`src/rtl/brk_len_pkg.sv`:
```
package brk_len_pkg;
  localparam int BRK_CNT_W = 16;
  localparam int BRK_PAT_W = 16;
  localparam int BRK_LEN_W = 4;

  typedef enum logic {
    BRK_IDLE = 1'b0,
    BRK_RUN  = 1'b1
  } brk_state_e;
endpackage

```
`src/rtl/brk_seq.sv`:
```
module brk_seq
  import brk_len_pkg::*;
#(
  parameter int POS_W = BRK_LEN_W + 1
) (
  input  logic             clk,
  input  logic             rst_n,
  input  logic             bit_stb,
  input  logic             rx_bit,
  input  logic             brk_en,
  input  logic [POS_W-1:0] len_eff,
  output logic             start_evt,
  output logic             zero_evt,
  output logic             end_evt,
  output logic             char_done,
  output logic [POS_W-1:0] pos
);
  localparam logic [POS_W-1:0] POS_ONE = 1;

  brk_state_e state_q;
  logic       take;

  assign take      = bit_stb && brk_en;
  assign start_evt = take && (state_q == BRK_IDLE) && !rx_bit;
  assign zero_evt  = take && (state_q == BRK_RUN) && !rx_bit;
  assign end_evt   = take && (state_q == BRK_RUN) && rx_bit;
  assign char_done = (start_evt || zero_evt) && (pos == len_eff - POS_ONE);

  always_ff @(posedge clk or negedge rst_n) begin
    if (!rst_n) begin
      state_q <= BRK_IDLE;
      pos     <= '0;
    end else if (!brk_en || end_evt) begin
      state_q <= BRK_IDLE;
      pos     <= '0;
    end else if (start_evt || zero_evt) begin
      state_q <= BRK_RUN;
      pos     <= char_done ? '0 : pos + POS_ONE;
    end
  end
endmodule

```
`src/rtl/brk_char_cnt.sv`:
```
module brk_char_cnt
  import brk_len_pkg::*;
#(
  parameter int CNT_W = BRK_CNT_W
) (
  input  logic             clk,
  input  logic             rst_n,
  input  logic             start_evt,
  input  logic             zero_evt,
  input  logic             char_done,
  output logic [CNT_W-1:0] cnt
);
  localparam logic [CNT_W-1:0] CNT_MAX = '1;
  localparam logic [CNT_W-1:0] CNT_ONE = 1;

  function automatic logic [CNT_W-1:0] sat_inc(input logic [CNT_W-1:0] v);
    return (v == CNT_MAX) ? v : v + CNT_ONE;
  endfunction

  always_ff @(posedge clk or negedge rst_n) begin
    if (!rst_n)
      cnt <= '0;
    else if (start_evt)
      cnt <= char_done ? CNT_ONE : '0;
    else if (zero_evt && char_done)
      cnt <= sat_inc(cnt);
  end
endmodule

```
`src/rtl/brk_pat_reg.sv`:
```
module brk_pat_reg
  import brk_len_pkg::*;
#(
  parameter int PAT_W = BRK_PAT_W,
  parameter int POS_W = BRK_LEN_W + 1
) (
  input  logic             clk,
  input  logic             rst_n,
  input  logic             start_evt,
  input  logic             zero_evt,
  input  logic             end_evt,
  input  logic             char_done,
  input  logic [POS_W-1:0] pos,
  output logic [PAT_W-1:0] pat,
  output logic [PAT_W-1:0] pat_nxt
);
  localparam int IDX_W = $clog2(PAT_W);
  localparam logic [IDX_W-1:0] IDX_TOP = IDX_W'(PAT_W - 1);

  logic [IDX_W-1:0] wr_idx;
  assign wr_idx = IDX_TOP - IDX_W'(pos);

  always_comb begin
    pat_nxt = pat;
    if (start_evt || (zero_evt && char_done))
      pat_nxt = '0;
    else if (zero_evt)
      pat_nxt[wr_idx] = 1'b0;
    else if (end_evt)
      pat_nxt[wr_idx] = 1'b1;
  end

  always_ff @(posedge clk or negedge rst_n) begin
    if (!rst_n) pat <= '0;
    else        pat <= pat_nxt;
  end
endmodule

```
`src/rtl/brk_total.sv`:
```
module brk_total
  import brk_len_pkg::*;
#(
  parameter int CNT_W = BRK_CNT_W,
  parameter int PAT_W = BRK_PAT_W,
  parameter int POS_W = BRK_LEN_W + 1,
  parameter int TOT_W = BRK_CNT_W + BRK_LEN_W + 1
) (
  input  logic             clk,
  input  logic             rst_n,
  input  logic             end_evt,
  input  logic [CNT_W-1:0] cnt,
  input  logic [POS_W-1:0] len_eff,
  input  logic [PAT_W-1:0] pat_nxt,
  output logic [TOT_W-1:0] total,
  output logic             done
);
  localparam int ZW = $clog2(PAT_W) + 1;
  localparam logic [ZW-1:0] Z_ONE = 1;

  // leading zeros from the top bit down to the first 1; all-zero gives PAT_W
  function automatic logic [ZW-1:0] lead_zeros(input logic [PAT_W-1:0] p);
    logic [ZW-1:0] n;
    logic          hit;
    n   = '0;
    hit = 1'b0;
    for (int i = PAT_W - 1; i >= 0; i--) begin
      if (p[i])      hit = 1'b1;
      else if (!hit) n   = n + Z_ONE;
    end
    return n;
  endfunction

  function automatic logic [TOT_W-1:0] break_bits(input logic [CNT_W-1:0] c,
                                                  input logic [POS_W-1:0] l,
                                                  input logic [PAT_W-1:0] p);
    return TOT_W'(c) * TOT_W'(l) + TOT_W'(lead_zeros(p));
  endfunction

  always_ff @(posedge clk or negedge rst_n) begin
    if (!rst_n) begin
      total <= '0;
      done  <= 1'b0;
    end else begin
      done <= end_evt;
      if (end_evt) total <= break_bits(cnt, len_eff, pat_nxt);
    end
  end
endmodule

```
`src/rtl/brk_len_meter.sv`:
```
module brk_len_meter
  import brk_len_pkg::*;
#(
  parameter  int CNT_W = BRK_CNT_W,
  parameter  int PAT_W = BRK_PAT_W,
  parameter  int LEN_W = BRK_LEN_W,
  localparam int POS_W = LEN_W + 1,
  localparam int TOT_W = CNT_W + LEN_W + 1
) (
  input  logic             clk,
  input  logic             rst_n,
  input  logic             bit_stb,
  input  logic             rx_bit,
  input  logic             brk_en,
  input  logic [LEN_W-1:0] char_len,
  output logic [CNT_W-1:0] brk_chars,
  output logic [PAT_W-1:0] brk_pattern,
  output logic [TOT_W-1:0] brk_total,
  output logic             brk_done
);
  localparam logic [POS_W-1:0] LEN_FULL = POS_W'(1 << LEN_W);

  logic [POS_W-1:0] len_eff;
  logic [POS_W-1:0] pos;
  logic [PAT_W-1:0] pat_nxt;
  logic             start_evt, zero_evt, end_evt, char_done;

  assign len_eff = (char_len == '0) ? LEN_FULL : POS_W'(char_len);

  brk_seq #(.POS_W(POS_W)) u_seq (
    .clk(clk), .rst_n(rst_n), .bit_stb(bit_stb), .rx_bit(rx_bit),
    .brk_en(brk_en), .len_eff(len_eff), .start_evt(start_evt),
    .zero_evt(zero_evt), .end_evt(end_evt), .char_done(char_done), .pos(pos)
  );

  brk_char_cnt #(.CNT_W(CNT_W)) u_cnt (
    .clk(clk), .rst_n(rst_n), .start_evt(start_evt), .zero_evt(zero_evt),
    .char_done(char_done), .cnt(brk_chars)
  );

  brk_pat_reg #(.PAT_W(PAT_W), .POS_W(POS_W)) u_pat (
    .clk(clk), .rst_n(rst_n), .start_evt(start_evt), .zero_evt(zero_evt),
    .end_evt(end_evt), .char_done(char_done), .pos(pos),
    .pat(brk_pattern), .pat_nxt(pat_nxt)
  );

  brk_total #(.CNT_W(CNT_W), .PAT_W(PAT_W), .POS_W(POS_W), .TOT_W(TOT_W)) u_tot (
    .clk(clk), .rst_n(rst_n), .end_evt(end_evt), .cnt(brk_chars),
    .len_eff(len_eff), .pat_nxt(pat_nxt), .total(brk_total), .done(brk_done)
  );
endmodule

```
`config.mk`:
```
export PLATFORM = sky130hd
export DESIGN_NAME = brk_len_meter
export DESIGN_NICKNAME = d
export VERILOG_FILES = /design/src/rtl/brk_len_pkg.sv /design/src/rtl/brk_seq.sv /design/src/rtl/brk_char_cnt.sv /design/src/rtl/brk_pat_reg.sv /design/src/rtl/brk_total.sv /design/src/rtl/brk_len_meter.sv
export SDC_FILE = /design/constraint.sdc
export NUM_CORES = 1
export LEC_CHECK = 0
export ABC_CLOCK_PERIOD_IN_PS = 18250
export BUFFER_PORTS_ARGS = -buffer_cell sky130_fd_sc_hd__buf_2
export CORE_ASPECT_RATIO = 0.8
export CORE_UTILIZATION = 45
export CTS_CLUSTER_DIAMETER = 150
export DETAILED_ROUTE_END_ITERATION = 16
export GPL_TIMING_DRIVEN = 0
export SKIP_LAST_GASP = 1
export SLEW_MARGIN = 20
export SYNTH_ARGS = -nofsm -noshare
export SYNTH_HDL_FRONTEND = slang
export SYNTH_SLANG_ARGS = --single-unit
```
`constraint.sdc`:
```
create_clock -name clk -period 18.25 [get_ports clk]
set_input_delay 0.9125 -clock clk [delete_from_list [all_inputs] [get_ports clk]]
set_output_delay 0.9125 -clock clk [all_outputs]
set_load 0.03 [all_outputs]
```
==> results.json, run 1 <==
{
  "run_status": "finished clean",
  "rr_startpoint": "u_seq.pos[2]$_DFFE_PN0P_",
  "worstReg2RegEnd": "u_tot.total[20]$_DFFE_PN0P_",
  "routed_wl_um": 18100,
  "finalSetupViolCount": 0,
  "antenna_found_initial": 0,
  "post-route-period-util_pct": 89.3,
  "std_cell_rows": 40,
  "insertedDiodeCount": 0,
  "clk_latency_ns": 0.35,
  "power.leakage_nw": 3.88,
  "synth_top_area_cell": "dfrtp_1",
  "yosys_warnings": 0,
  "ir_drop_v": 0.000113,
  "place.gp.congestion": 0.886,
  "skew_ns": 0.00951,
  "grt_max_degree": 49,
  "place_inst": 1093,
  "rsz0062_at_grt": "false",
  "port_buffers": 61,
  "ctsResizeCount": 0,
  "htree_num_levels": 3,
  "die-area_um2": 16100,
  "finalHoldViolCount": 0,
  "arrival_ns": 16.49,
  "start_util_pct": 46.5,
  "cap_violations": 0,
  "drcViolationCount": 0,
  "hold_class": "primary input to asynchronous set/reset pin",
  "r2r_setup_slack_ns": 3.01,
  "totalNegativeSetupSlack_ns": 0,
  "netlist_area_um2": 7030,
  "finalNonFillerCells": 1109,
  "cts.path.max_buffers": 2,
  "slew_violations": 0,
  "cp_top_family": "adder cells",
  "drt-initial-drc-count": 380,
  "dpl.hpwl_um": 14200,
  "critPathSlowestCell": "fa_1",
  "grt_first_pass_wirelength_um": 30400,
  "place_ws_ns": 1.68,
  "ant_nets": 0,
  "grtUsageTotal_pct": 24.2,
  "power_density_nw_per_um2": 135,
  "path_common_cell": "ha_1",
  "area_growth_pct": 12.4,
  "synth-seq-area-share_pct": 21.4,
  "ios": 63,
  "maxSlewHeadroom_pct": 29.3,
  "fillCellCount": 1490,
  "min_period_ns": 16.30,
  "synth_top_area_share_pct": 21.4,
  "syn_area_per_cell_um2": 8.56,
  "clk_pin_slew_ns": 0.05,
  "path_depth": 70,
  "worst_pin_slew_ns": 1.05,
  "clkSinkCount": 60,
  "synth_edf_count": 0,
  "crit_fanout": 10,
  "critPathKind": "primary input to register",
  "syn_nets": 935,
  "fin_ws_ns": 1.95,
  "post-cts-setup-buffer-count": 0,
  "async_flop_share_pct": 100,
  "max_freq_mhz": 61.4,
  "synth_ff_type": "dfrtp_1",
  "ys_ff_latch": 60,
  "cts-buffers-inserted": 9,
  "cp-startpoint": "char_len[1]",
  "ys_types": 87,
  "cpPeakStageDelay_ns": 0.49,
  "cp-start-kind": "primary input",
  "endpoint_kind": "register",
  "vias_per_cell": 5.55,
  "fp.dieH_um": 114,
  "synth_area_leaders": "dfrtp_1 21%, fa_1 13%, ha_1 10%",
  "nets": 1008,
  "dr.pass1.iters": 5,
  "cp.required_ns": 18.44,
  "via_count": 6152,
  "clock-root-buffer": "clkbuf_16",
  "drive_gt1_share_pct": 13.5,
  "core_area_um2": 15100,
  "crit_path_end": "u_tot.total[20]$_DFFE_PN0P_",
  "grt_pass1_vias": 5963,
  "r2r_cells": 66,
  "die_w_um": 142,
  "grt-ovfl-total": 0,
  "synth_cells": 821,
  "cts_tree": "done",
  "ctsHoldBuffers": 0,
  "critical_path_buf_inv_count": 11,
  "post_drt_wl_per_cell_um": 16.3
}
## cell families after synthesis
kind of cell / Yosys count / share of synthesized area (%)
simple gates: 310 / 22.4
compound gates: 167 / 16.2
buf+inv: 108 / 5.98
fa+ha+maj: 108 / 24.2
flops: 60 / 21.4
xor+xnor: 50 / 7.33
mux: 18 / 2.63
## registers in the layout (all words and copies together) (netlist names)
register       count
u_tot.done         1
u_seq.pos          5
u_seq.state_q      1
u_tot.total       21
u_cnt.cnt         16
u_pat.pat         16
## layout by cell type, fill, tap and decap left out, types with 4 or more instances in the layout
cell	n
mux2i_1	14
o22ai_1	5
o31ai_1	5
xnor2_1	26
a21o_1	4
nand3_1	21
xor2_1	17
o211ai_1	6
nand4_1	8
buf_1	5
nand2b_1	13
dfrtp_1	60
a21oi_1	41
a211oi_1	10
nand4b_1	4
clkbuf_1	28
clkinv_2	4
fa_1	47
nor2_1	67
and3_1	7
o21bai_1	11
and2_1	42
mux2_2	4
ha_1	58
clkbuf_16	9
nor3_1	12
a31oi_1	5
o21ai_0	42
nor2b_1	4
nand2_1	100
buf_2	66
inv_1	68
or3_1	6
## metal layers
layer	share of wire, %	vias up	global-route usage [%]
li1	-	2957	-
met3	5.2	18	4.07
met1	51	3008	36.3
met2	42	169	36.1
met4	1.2	0	5.66
met5	0	-	0
## synth_stat cells, types with 5 or more instances
cell        n
a211oi_1   10
a21oi_1    41
a31oi_1     5
and2_1     42
and3_1      7
buf_1       5
buf_2       6
clkbuf_1   27
dfrtp_1    60
fa_1       47
ha_1       58
inv_1      68
mux2i_1    14
nand2_1   100
nand2b_1   13
nand3_1    21
nand4_1     8
nor2_1     67
nor3_1     12
o211ai_1    6
o21ai_0    42
o21bai_1   11
o22ai_1     5
o31ai_1     5
or3_1       6
xnor2_1    26
xor2_1     17
## worst register-to-register path: cells and delay by family, from the launching register on
kind	cells	cell delay, ns
adder cells (fa/ha/maj)	16	5.24
AO/OA/AOI/OAI	27	4.79
buffers and inverters	8	1.65
AND/OR/NAND/NOR	9	1.39
XOR/XNOR	3	0.85
multiplexers	3	0.76
flip-flops	1	0.42
## through the flow
step                      instance area (um^2)  total power, mW  utilization, %  hold WS, ns
after CTS                                 7900             1.08            52.3        0.416
final                                     7900             1.07            52.3        0.428
after global placement                    7600            0.879            50.3        0.454
after detailed placement                  7630            0.904            50.5        0.461
after global routing                      7900             1.17            52.3        0.425
after floorplan                           7030            0.766               -        0.507
## power breakdown
part	total (mW)	internal (mW)	switching (mW)
combinational	0.755	0.331	0.424
clock	0.162	0.0946	0.0669
sequential	0.152	0.142	0.00936
total	1.07	0.568	0.500
## cell type report
class	instances	area (um^2)	area share (%)
plain buffers	40	165	2.09
clock buffers	11	243	3.07
clock inverters	5	27.5	0.349
inverters	68	255	3.23
multi-input cells	653	5110	64.7
flip-flops and latches	60	1500	19.0
well taps	210	263	3.33
repair buffers	62	335	4.25
## worst min-delay path by stage
| stage | startpoint | endpoint | cells past startpoint | slack, ns |
|---|---|---|---|---|
| after floorplan | u_seq.pos[4]$_DFFE_PN0P_ | u_seq.pos[4]$_DFFE_PN0P_ | 2 | 0.51 |
| after global placement | u_tot.total[3]$_DFFE_PN0P_ | u_tot.total[3]$_DFFE_PN0P_ | 2 | 0.45 |
| after detailed placement | u_tot.total[15]$_DFFE_PN0P_ | u_tot.total[15]$_DFFE_PN0P_ | 2 | 0.46 |
| after CTS | rst_n | u_tot.total[7]$_DFFE_PN0P_ | 1 | 0.42 |
| after global routing | rst_n | u_tot.total[8]$_DFFE_PN0P_ | 1 | 0.43 |
| final | rst_n | u_tot.total[8]$_DFFE_PN0P_ | 1 | 0.43 |
Note: power is estimated with default switching activity, not from simulation.
==> inputs of run 2 (changes only) <==
==> constraint.sdc (replaced) <==
create_clock -name clk -period 18.25 [get_ports clk]
set_input_delay 0 -clock clk [delete_from_list [all_inputs] [get_ports clk]]
set_output_delay 0 -clock clk [all_outputs]
set_load 0.03 [all_outputs]
==> run 2 against run 1 <==
Hold slack got worse by 0.41 ns. Utilization increased by 0.066 points. Wire length about the same. First-iteration DRC count decreased by 0.79%. Total power about the same. Final area increased by 0.13%. Fmax increased by 5.9%. Clock-buffer cell count unchanged. Register-to-register slack got worse by 0.02 ns. Global-route usage unchanged. Critical endpoint unchanged. Largest cell class unchanged. Largest power group unchanged.
==> results.json, run 2 (synthesis gave the netlist of run 1 again) <==
{
  "run_status": "finished clean",
  "finalNonFillerCells": 1110,
  "totalNegativeSetupSlack_ns": 0,
  "via_count": 6132,
  "finalSetupViolCount": 0,
  "post_drt_wl_per_cell_um": 16.3,
  "port_buffers": 61,
  "clock-root-buffer": "clkbuf_16",
  "std_cell_rows": 40,
  "start_util_pct": 46.5,
  "worstReg2RegEnd": "u_tot.total[20]$_DFFE_PN0P_",
  "skew_ns": 0.0112,
  "place_ws_ns": 2.59,
  "largest_reg_flops": 21,
  "rsz0062_at_grt": "false",
  "fillCellCount": 1489,
  "min-delay-start": "bit_stb",
  "max_freq_mhz": 65.0,
  "place.gp.congestion": 0.886,
  "cap_violations": 0,
  "ctsResizeCount": 0,
  "critPathSlowestCell": "buf_1",
  "top_regs": "u_tot.total x21, u_cnt.cnt x16, u_pat.pat x16",
  "power.leakage_nw": 3.88,
  "grt_first_pass_wirelength_um": 30400,
  "min_period_ns": 15.39,
  "grt_pass1_vias": 5963,
  "htree_num_levels": 3,
  "mostFrequentLayoutCell": "nand2_1",
  "cp.required_ns": 18.44,
  "power_density_nw_per_um2": 135,
  "place_inst": 1093,
  "dr.pass1.iters": 5,
  "insertedDiodeCount": 0,
  "multiInputGateArea_um2": 5110,
  "cts-buffers-inserted": 9,
  "fin_ws_ns": 2.86,
  "maxSlewHeadroom_pct": 28.9,
  "finalHoldViolCount": 0,
  "largest-register": "u_tot.total",
  "fp.dieH_um": 114,
  "grtUsageTotal_pct": 24.2,
  "drive_gt1_share_pct": 13.4,
  "r2r_setup_slack_ns": 2.99,
  "endpoint_kind": "register",
  "die_w_um": 142,
  "register_area_um2": 1500,
  "drcViolationCount": 0,
  "clk_pin_slew_ns": 0.06,
  "drt-initial-drc-count": 377,
  "path_common_cell": "ha_1",
  "cp-start-kind": "primary input",
  "nets": 1009,
  "r2r_cells": 66,
  "grt_max_degree": 49,
  "vias_per_cell": 5.52,
  "cts_tree": "done",
  "critPathKind": "primary input to register",
  "crit_fanout": 10,
  "min_path_cells": 3,
  "post-cts-setup-buffer-count": 0,
  "whs_ns": 0.0161,
  "core_area_um2": 15100,
  "finalPower_mw": 1.07,
  "antenna_found_initial": 0,
  "rr_startpoint": "u_seq.pos[2]$_DFFE_PN0P_",
  "layout_common_cells": "100 x nand2_1, 68 x inv_1, 67 x nor2_1",
  "arrival_ns": 15.58,
  "routed_wl_um": 18100,
  "clk_latency_ns": 0.35,
  "ant_nets": 0,
  "cts.path.max_buffers": 2,
  "ctsHoldBuffers": 1,
  "whs_endpoint": "u_seq.state_q$_DFFE_PN0P_",
  "dpl.hpwl_um": 14200,
  "post-route-period-util_pct": 84.3,
  "die-area_um2": 16100,
  "cpPeakStageDelay_ns": 0.50,
  "grt-ovfl-total": 0,
  "ios": 63,
  "ir_drop_v": 0.000113,
  "area_growth_pct": 12.5,
  "hold_class": "primary input to register",
  "slew_violations": 0,
  "worst_pin_slew_ns": 1.05,
  "clkSinkCount": 60
}
run 2: cell types whose count changed in the layout (fill, tap and decap cells not counted):
cell           delta
dlygate4sd3_1     +1
run 2: worst max-delay path by stage:
stage / from / endpoint / slack [ns] / cells past startpoint
3_3_place_gp: char_len[1] / u_tot.total[20]$_DFFE_PN0P_ / 2.81 / 70
6_report: char_len[1] / u_tot.total[20]$_DFFE_PN0P_ / 2.86 / 70
5_1_grt: char_len[1] / u_tot.total[20]$_DFFE_PN0P_ / 1.55 / 70
2_1_floorplan: char_len[1] / u_tot.total[20]$_DFFE_PN0P_ / 5.26 / 69
4_1_cts: char_len[1] / u_tot.total[20]$_DFFE_PN0P_ / 2.92 / 70
3_5_place_dp: char_len[1] / u_tot.total[20]$_DFFE_PN0P_ / 2.59 / 70
run 2: cell type report:
class                   count  share of cell area [%]
well taps                 210                    3.32
inverters                  68                    3.23
repair buffers             63                    4.37
multi-input cells         653                    64.6
clock inverters             5                   0.348
flip-flops and latches     60                    19.0
plain buffers              40                    2.09
clock buffers              11                    3.07
run 2: report_power, final:
group | internal (mW) | total [mW] | leakage (nW) | switching [mW]
clock network | 0.0946 | 0.162 | 0.135 | 0.0670
logic | 0.331 | 0.755 | 2.92 | 0.424
registers | 0.142 | 0.152 | 0.827 | 0.00950
run 2: routing by layer:
| metal | GRT usage [%] | share of wire (%) | vias up |
|---|---|---|---|
| met5 | 0 | 0 | - |
| met4 | 5.66 | 1.2 | 0 |
| met3 | 4.07 | 5.0 | 18 |
| met2 | 36.1 | 42 | 166 |
| met1 | 36.3 | 51 | 2988 |
| li1 | - | - | 2960 |
run 2: metrics by stage:
step | util, % | area [um^2]
after CTS | 52.3 | 7910
final | 52.3 | 7910
after global placement | 50.3 | 7600
after detailed placement | 50.5 | 7630
after global routing | 52.3 | 7910
after floorplan | - | 7030
run 2: critical path: cells and delay by family:
| kind | cells | cell delay [ns] |
|---|---|---|
| fa+ha+maj | 17 | 5.48 |
| compound gates | 27 | 4.73 |
| buf+inv | 11 | 2.41 |
| simple gates | 9 | 1.39 |
| xor+xnor | 3 | 0.79 |
| mux | 3 | 0.76 |
==> inputs of run 3 (changes only) <==
--- a/config.mk
+++ b/config.mk
@@ -5,7 +5,7 @@
 export SDC_FILE = /design/constraint.sdc
 export NUM_CORES = 1
 export LEC_CHECK = 0
-export ABC_CLOCK_PERIOD_IN_PS = 18250
+export ABC_CLOCK_PERIOD_IN_PS = 14750
 export BUFFER_PORTS_ARGS = -buffer_cell sky130_fd_sc_hd__buf_2
 export CORE_ASPECT_RATIO = 0.8
 export CORE_UTILIZATION = 45
==> constraint.sdc (replaced) <==
create_clock -name clk -period 14.75 [get_ports clk]
set_input_delay 0 -clock clk [delete_from_list [all_inputs] [get_ports clk]]
set_output_delay 0 -clock clk [all_outputs]
set_load 0.03 [all_outputs]
==> run 3 against run 2 <==
Clock power grew 23%. Final area grew 1.3%. Critical path depth shrank 5. Largest power group unchanged. Hold slack gained 0.0012 ns. Sequential cell count is the same. Via count grew 0.57%. Sequential power grew 24%. Combinational power grew 27%.
==> results.json, run 3 (synthesis gave the netlist of run 1 again) <==
{
  "clock-root-buffer": "clkbuf_16",
  "postPlaceCellArea_um2": 7630,
  "place.gp.congestion": 0.886,
  "ios": 63,
  "critPathSlowestCell": "fa_1",
  "rsz0062_at_grt": "false",
  "maxSlewHeadroom_pct": 29.1,
  "layout_common_cells": "100 x nand2_1, 68 x inv_1, 67 x nor2_1",
  "power.leakage_nw": 3.93,
  "r2r_cells": 65,
  "crit_fanout": 10,
  "std_cell_rows": 40,
  "rr_startpoint": "u_seq.pos[2]$_DFFE_PN0P_",
  "start_util_pct": 46.5,
  "whs_endpoint": "u_seq.state_q$_DFFE_PN0P_",
  "port_buffers": 61,
  "antenna_found_initial": 0,
  "core_area_um2": 15100,
  "grt_pass1_vias": 5956,
  "grtUsageTotal_pct": 24.0,
  "fp.dieH_um": 114,
  "ant_nets": 0,
  "worstReg2RegEnd": "u_tot.total[20]$_DFFE_PN0P_",
  "worst_pin_slew_ns": 1.05,
  "vias_per_cell": 5.54,
  "drt-initial-drc-count": 399,
  "clkSinkCount": 60,
  "pwr-share-seq_pct": 14.0,
  "insertedDiodeCount": 0,
  "fillCellCount": 1478,
  "via_count": 6167,
  "p_clk_share_pct": 14.9,
  "grt_first_pass_wirelength_um": 30300,
  "cap_violations": 0,
  "drcViolationCount": 0,
  "clk_pin_slew_ns": 0.06,
  "finalPower_mw": 1.34,
  "max_freq_mhz": 72.8,
  "mostFrequentLayoutCell": "nand2_1",
  "finalNonFillerCells": 1114,
  "p_comb_share_pct": 71.1,
  "drive_gt1_share_pct": 15.4,
  "ir_drop_v": 0.000139,
  "min_path_cells": 3,
  "critPathKind": "register to register",
  "path_common_cell": "ha_1",
  "area_growth_pct": 14.0,
  "r2r_setup_slack_ns": 1.01,
  "power_density_nw_per_um2": 168,
  "skew_ns": 0.0107,
  "cpPeakStageDelay_ns": 0.49,
  "routed_wl_um": 18100,
  "nets": 1013,
  "largest_reg_flops": 21,
  "cts-buffers-inserted": 9,
  "grt_max_degree": 49,
  "finalHoldViolCount": 0,
  "min_period_ns": 13.74,
  "die-area_um2": 16100,
  "slew_violations": 0,
  "min-delay-start": "bit_stb",
  "endpoint_kind": "register",
  "dr.pass1.iters": 5,
  "post_drt_wl_per_cell_um": 16.3,
  "place_inst": 1093,
  "hold_class": "primary input to register",
  "grt-ovfl-total": 0,
  "finalSetupViolCount": 0,
  "die_w_um": 142,
  "largest-register": "u_tot.total",
  "run_status": "finished clean",
  "sw_frac_of_total_pct": 46.8,
  "arrival_ns": 13.93,
  "cp-start-kind": "register",
  "power.internal_uw": 715,
  "post-route-period-util_pct": 93.1,
  "power_switching_uw": 628,
  "totalNegativeSetupSlack_ns": 0,
  "cts.path.max_buffers": 2,
  "cts_tree": "done",
  "dpl.hpwl_um": 14200,
  "top_regs": "u_tot.total x21, u_cnt.cnt x16, u_pat.pat x16",
  "fin_area_um2": 8010,
  "clk_latency_ns": 0.35,
  "cp.required_ns": 14.94,
  "htree_num_levels": 3
}
[run 3: changes by cell type in the layout (fill, tap and decap cells not counted), sizes merged]
| cell | change |
|---|---|
| buf | +4 |
[run 3: how the worst max path moves through the flow]
stage / startpoint / end / slack (ns) / cells after the start
final: u_seq.pos[2]$_DFFE_PN0P_ / u_tot.total[20]$_DFFE_PN0P_ / 1.01 / 65
after global routing: u_seq.pos[2]$_DFFE_PN0P_ / u_tot.total[20]$_DFFE_PN0P_ / 0.05 / 65
after CTS: u_seq.pos[2]$_DFFE_PN0P_ / u_tot.total[20]$_DFFE_PN0P_ / 0.16 / 65
after detailed placement: char_len[1] / u_tot.total[20]$_DFFE_PN0P_ / -0.91 / 70
after global placement: char_len[1] / u_tot.total[20]$_DFFE_PN0P_ / -0.69 / 70
after floorplan: char_len[1] / u_tot.total[20]$_DFFE_PN0P_ / 1.76 / 69
[run 3: routing by layer]
metal,vias up,GRT usage (%),part of all wire (%)
met3,19,4.07,4.7
li1,2968,-,-
met4,0,5.73,1.2
met1,3029,36.1,51
met5,-,0,0
met2,151,35.9,43
[run 3: through the flow]
step	hold WS (ns)	util [%]	worst slack (ns)
final	0.0173	53.0	1.01
after global routing	0.0265	53.0	0.0536
after CTS	0.00349	52.3	0.164
after detailed placement	-0.128	50.5	-0.909
after global placement	0.357	50.3	-0.691
after floorplan	-0.296	-	1.76
[run 3: worst max-delay path, delay by kind of cell, from the launching register on]
kind / cells / cell delay, ns
mux: 3 / 0.77
fa+ha+maj: 16 / 5.33
xor+xnor: 3 / 0.78
buf+inv: 7 / 0.83
simple gates: 9 / 1.22
flops: 1 / 0.42
compound gates: 27 / 4.24
[run 3: what timing repair did]
item	4_1_cts	5_1_grt
hold endpoints to repair	60	0
setup buffers	0	6
pin swaps	0	3
resized for setup	2	14
endpoints found under the setup margin	8	9
hold buffers	1	0
[run 3: power groups by stage]
stage	registers, mW	clock network [mW]	logic (mW)
2_1_floorplan	0.209	0	0.739
3_3_place_gp	0.190	0	0.897
3_5_place_dp	0.191	0	0.927
4_1_cts	0.188	0.206	0.937
5_1_grt	0.190	0.212	1.07
6_report	0.188	0.200	0.956
[run 3: final cells by class]
cell class              count  area, um^2  share of cell area (%)
inverters                  68         255                    3.19
clock inverters             5        27.5                   0.344
multi-input cells         653        5160                    64.5
plain buffers              38         165                    2.06
repair buffers             69         390                    4.87
well taps                 210         263                    3.28
clock buffers              11         243                    3.03
flip-flops and latches     60        1500                    18.7
